## src/rtl/ripple_fifo_pkg.sv

```systemverilog
package ripple_fifo_pkg;

    // State of one handshake side: set while the strobe has been seen low
    // since the last word it moved.
    typedef struct packed {
        logic armed;
    } hs_state_t;

endpackage

```

## src/rtl/rf_handshake.sv

```systemverilog
module rf_handshake
    import ripple_fifo_pkg::*;
(
    input  logic clk,
    input  logic rst,
    input  logic strobe,
    input  logic avail,
    output logic ready,
    output logic take
);

    hs_state_t st_q, st_d;

    always_comb begin
        st_d  = st_q;
        ready = avail & st_q.armed;
        take  = strobe & ready;
        if (take) begin
            st_d.armed = 1'b0;
        end else if (!strobe) begin
            st_d.armed = 1'b1;
        end
    end

    always_ff @(posedge clk) begin
        if (rst) begin
            st_q <= '{armed: 1'b1};
        end else begin
            st_q <= st_d;
        end
    end

    AST_TAKE_DROPS_FLAG: assert property (@(posedge clk) disable iff (rst)
        take |=> !ready);
    AST_HELD_STROBE: assert property (@(posedge clk) disable iff (rst)
        (strobe && !st_q.armed) |=> !ready);

endmodule

```

## src/rtl/rf_stage.sv

```systemverilog
module rf_stage #(
    parameter int WIDTH = 4
) (
    input  logic             clk,
    input  logic             rst,
    input  logic             load,
    input  logic [WIDTH-1:0] load_word,
    input  logic             drain,
    output logic             full,
    output logic [WIDTH-1:0] word
);

    typedef struct packed {
        logic             full;
        logic [WIDTH-1:0] word;
    } stage_t;

    stage_t s_q, s_d;

    always_comb begin
        s_d = s_q;
        if (drain) begin
            s_d.full = 1'b0;
        end
        if (load) begin
            s_d.full = 1'b1;
            s_d.word = load_word;
        end
    end

    always_ff @(posedge clk) begin
        if (rst) begin
            s_q <= '0;
        end else begin
            s_q <= s_d;
        end
    end

    assign full = s_q.full;
    assign word = s_q.word;

    AST_LOAD_EMPTY: assert property (@(posedge clk) disable iff (rst)
        load |-> !s_q.full);
    AST_DRAIN_FULL: assert property (@(posedge clk) disable iff (rst)
        drain |-> s_q.full);
    AST_STAGE_HOLD: assert property (@(posedge clk) disable iff (rst)
        (s_q.full && !drain) |=> (s_q.full && $stable(s_q.word)));

endmodule

```

## src/rtl/ripple_fifo.sv

```systemverilog
module ripple_fifo #(
    parameter int WIDTH = 4,
    parameter int DEPTH = 16   // at least 2
) (
    input  logic             clk,
    input  logic             mrst,
    input  logic             shift_in,
    input  logic [WIDTH-1:0] din,
    output logic             in_ready,
    input  logic             shift_out,
    output logic [WIDTH-1:0] dout,
    output logic             out_ready
);

    localparam int LAST = DEPTH - 1;

    logic [DEPTH-1:0] full;
    logic [DEPTH-1:0] load;
    logic [DEPTH-1:0] drain;
    logic [WIDTH-1:0] word      [DEPTH];
    logic [WIDTH-1:0] load_word [DEPTH];
    logic             in_take;
    logic             out_take;

    rf_handshake u_in_side (
        .clk    (clk),
        .rst    (mrst),
        .strobe (shift_in),
        .avail  (~full[0]),
        .ready  (in_ready),
        .take   (in_take)
    );

    rf_handshake u_out_side (
        .clk    (clk),
        .rst    (mrst),
        .strobe (shift_out),
        .avail  (full[LAST]),
        .ready  (out_ready),
        .take   (out_take)
    );

    for (genvar k = 0; k < DEPTH; k++) begin : g_stage
        if (k == 0) begin : g_head
            assign load[k]      = in_take;
            assign load_word[k] = din;
        end else begin : g_body
            assign load[k]      = drain[k-1];
            assign load_word[k] = word[k-1];
        end

        if (k == LAST) begin : g_tail
            assign drain[k] = out_take;
        end else begin : g_move
            assign drain[k] = full[k] & ~full[k+1];
        end

        rf_stage #(.WIDTH(WIDTH)) u_stage (
            .clk       (clk),
            .rst       (mrst),
            .load      (load[k]),
            .load_word (load_word[k]),
            .drain     (drain[k]),
            .full      (full[k]),
            .word      (word[k])
        );
    end

    assign dout = word[LAST];

    AST_RESET_STATE: assert property (@(posedge clk)
        mrst |=> (in_ready && !out_ready && dout == '0));
    AST_TAKE_BUSY: assert property (@(posedge clk) disable iff (mrst)
        (shift_in && in_ready) |=> !in_ready);
    AST_OUT_HOLD: assert property (@(posedge clk) disable iff (mrst)
        (out_ready && !shift_out) |=> (out_ready && $stable(dout)));
    AST_OUT_REMOVED: assert property (@(posedge clk) disable iff (mrst)
        (out_ready && shift_out) |=> !out_ready);

endmodule

```

## config.mk

```make
export PLATFORM = sky130hd
export DESIGN_NAME = ripple_fifo
export DESIGN_NICKNAME = d
export VERILOG_FILES = /design/src/rtl/ripple_fifo_pkg.sv /design/src/rtl/rf_handshake.sv /design/src/rtl/rf_stage.sv /design/src/rtl/ripple_fifo.sv
export SDC_FILE = /design/constraint.sdc
export NUM_CORES = 1
export LEC_CHECK = 0
export BUFFER_PORTS_ARGS = -buffer_cell sky130_fd_sc_hd__buf_2
export CORE_MARGIN = 2
export CORE_UTILIZATION = 64
export CTS_CLUSTER_SIZE = 16
export DETAILED_ROUTE_END_ITERATION = 7
export GPL_TIMING_DRIVEN = 0
export PLACE_DENSITY_LB_ADDON = 0.1
export SLEW_MARGIN = 20
export SYNTH_ARGS = -nofsm -noshare
export SYNTH_HDL_FRONTEND = slang
export SYNTH_SLANG_ARGS = --single-unit
```

## constraint.sdc

```tcl
create_clock -name clk -period 2.1 [get_ports clk]
set_input_delay 0.42 -clock clk [delete_from_list [all_inputs] [get_ports clk]]
set_output_delay 0.42 -clock clk [all_outputs]
set_load 0.02 [all_outputs]
```

==> metrics <==
io pins 14; Startpoint Class flip-flop; warnings from Yosys 0; Final Hold Vio Count 0; Int Power 2210 µW; post-route ant nets 0; CTS tree yes; power per standard cell area ~850 mW/mm²; area post-placement 0.00307 mm²; post_cts resized 0; Tcrit/Tclk final between 70% and 80%; Die W 71.8 µm; Worst-Margin Slew 529 ps; Pleak about 0.0013 µW; Worst Clk Skew 6.47 ps; setup ws final around 630 ps; worst slack at placement between 700 and 800 ps; post-DP HPWL between 3 and 4 mm; Peak VDD IR approximately 0.0006 V; clock network power share 40.4%; Tot GR Track Use 20.0%; sequential area share after synthesis 55.8%; relative slew slack about 65%; Crit Path Category reg2out; clk_lat worst skew 340 ps; Die Area around 0.0052 mm²; H-tree Lvls 3; initial antenna violation count 0; setup repair bufs after CTS 0; mean post-synth cell area a little over 10 µm²; R2R setup slack ~1000 ps; number of buffers inserted by port buffering 12; clock buffer count from CTS 9; FF-to-FF path depth 4; setup_tns 0 ps; Seq cells post-synth 82; DR vias/cell about 5; GRT Residual Overflow 0; CTS root buffer clkbuf_8; DIE HEIGHT 71.8 µm; nets between 300 and 400; status finished, final reports clean; Detailed Route Iter0 Violations 83; Hold-fix buffers, CTS 0; layout cells sized above 1 13.6%; clock sinks 82; synth unique cells 14; reg2reg end g_stage[9].u_stage.word[0]; Via Count 1891; worst r2r src g_stage[8].u_stage.full; CP endpoint kind output pin; most frequent cells in the layout dfxtp_1 (82), nor2_1 (76), mux2i_1 (64); # setup viols final 0; Initial Utilization between 60% and 70%; DRC Markers 0; worst hold path depth 2; DRT Wirelength around 4.6 mm; clock slew at reported path FFs roughly 70 ps; fmax ~0.68 GHz; clk buf depth 2; Max Cap Viol 0; arrival time at the worst endpoint around 1100 ps; hold endpoint g_stage[15].u_stage.full; Hold WC Path Type in2reg; diodes inserted 0; RSZ-0062 raised after global routing false; per-cell routed wire length about 12 µm; CP max FO 5; Post-Layout Cell Count ~370; Slew Limit Fails 0; Worst EP required 1680 ps; Switching Share 20.3%; Syn Inst Count 288; first-pass GRT wire length roughly 8 mm; min Tclk post-route ~1500 ps; fin area ~0.0033 mm²; core area between 0.004 and 0.005 mm²; Sw Pwr approximately 560 µW; leading cell type in the layout, fill and taps excluded dfxtp_1; Flop pwr share 56.7%; Synth Net Count around 300; mapped cell area 0.00294 mm²; largest net degree at the start of global routing 13; Site Rows 24; placed insts approximately 350; vias in the first global route between 1500 and 2000; Syn-to-layout area delta 11.0%; DRT Pass-1 Iters 4; routability congestion estimate from global placement ~0.70; Comb power frac about 2.9%; Worst Hold Launch shift_out
power by group through the flow:
stage	registers, µW	logic (µW)	clock network (µW)
final	1570	80.8	1120
after global routing	1570	90.7	1210
after detailed placement	1610	81.3	0
after global placement	1610	79.4	0
after floorplan	1610	58.5	0
after CTS	1570	81.7	1140
worst max-delay path, cell delays in order (launching register included):
cell	delay (ps)
dfxtp_1	380
and2_1	170
buf_2	170
registers in the layout (all words and copies together), names as in the netlist:
register              count
u_in_side.st_q            1
g_stage.u_stage.full     16
u_out_side.st_q           1
g_stage.u_stage.word     64
cell families (layout without fill, tap and decap cells):
group / count (synthesis) / in the layout / share of synthesized area (%)
AO/OA/AOI/OAI: 16 / 16 / 2.81
buffers and inverters: 24 / 52 / 4.55
flip-flops: 82 / 82 / 55.8
multiplexers: 64 / 64 / 21.8
AND/OR/NAND/NOR: 102 / 102 / 15.1
layer usage:
layer / part of all wire (%) / track usage, % / vias up
met3: 2.2 / 4.64 / 5
met5: 0 / 0 / -
met4: 1.2 / 10.7 / 0
li1: - / - / 990
met1: 50 / 25.8 / 883
met2: 47 / 31.2 / 13
area by class of cell:
cell class                      instances  area [µm²]
Multi-Input combinational cell        182        1170
Clock inverter                          2        35.0
Tap cell                               52        65.1
Timing Repair Buffer                   12        60.1
Buffer                                 24         134
Fill cell                             310        1120
Clock buffer                           14         163
Sequential cell                        82        1640
through the flow:
step	hold slack (ps)	util (%)	power (µW)
after floorplan	436	-	1670
after global placement	450	69.9	1690
after detailed placement	456	69.9	1690
after CTS	259	74.5	2790
after global routing	264	74.5	2870
final	271	74.5	2780
worst max-delay path by stage:
stage                             start                           to  cells after the start
3_3_place_gp                       mrst   g_stage[5].u_stage.word[2]                      3
5_1_grt        g_stage[15].u_stage.full                    out_ready                      2
4_1_cts        g_stage[15].u_stage.full                    out_ready                      2
3_5_place_dp                       mrst  g_stage[15].u_stage.word[3]                      3
2_1_floorplan            u_in_side.st_q                     in_ready                      1
6_report       g_stage[15].u_stage.full                    out_ready                      2
synthesized netlist by cell type:
library cell	number	area, µm²
nand2_1	5	18.8
clkbuf_1	7	26.3
nor2b_1	13	81.3
buf_4	9	67.6
a211oi_1	1	7.51
nor2_1	76	285
mux2i_1	64	641
nand3b_1	2	15.0
buf_2	8	40.0
dfxtp_1	82	1640
a21oi_1	15	75.1
nand3b_2	1	11.3
nand2b_1	4	25.0
and2_1	1	6.26
Power figures use the tool's default switching activity.
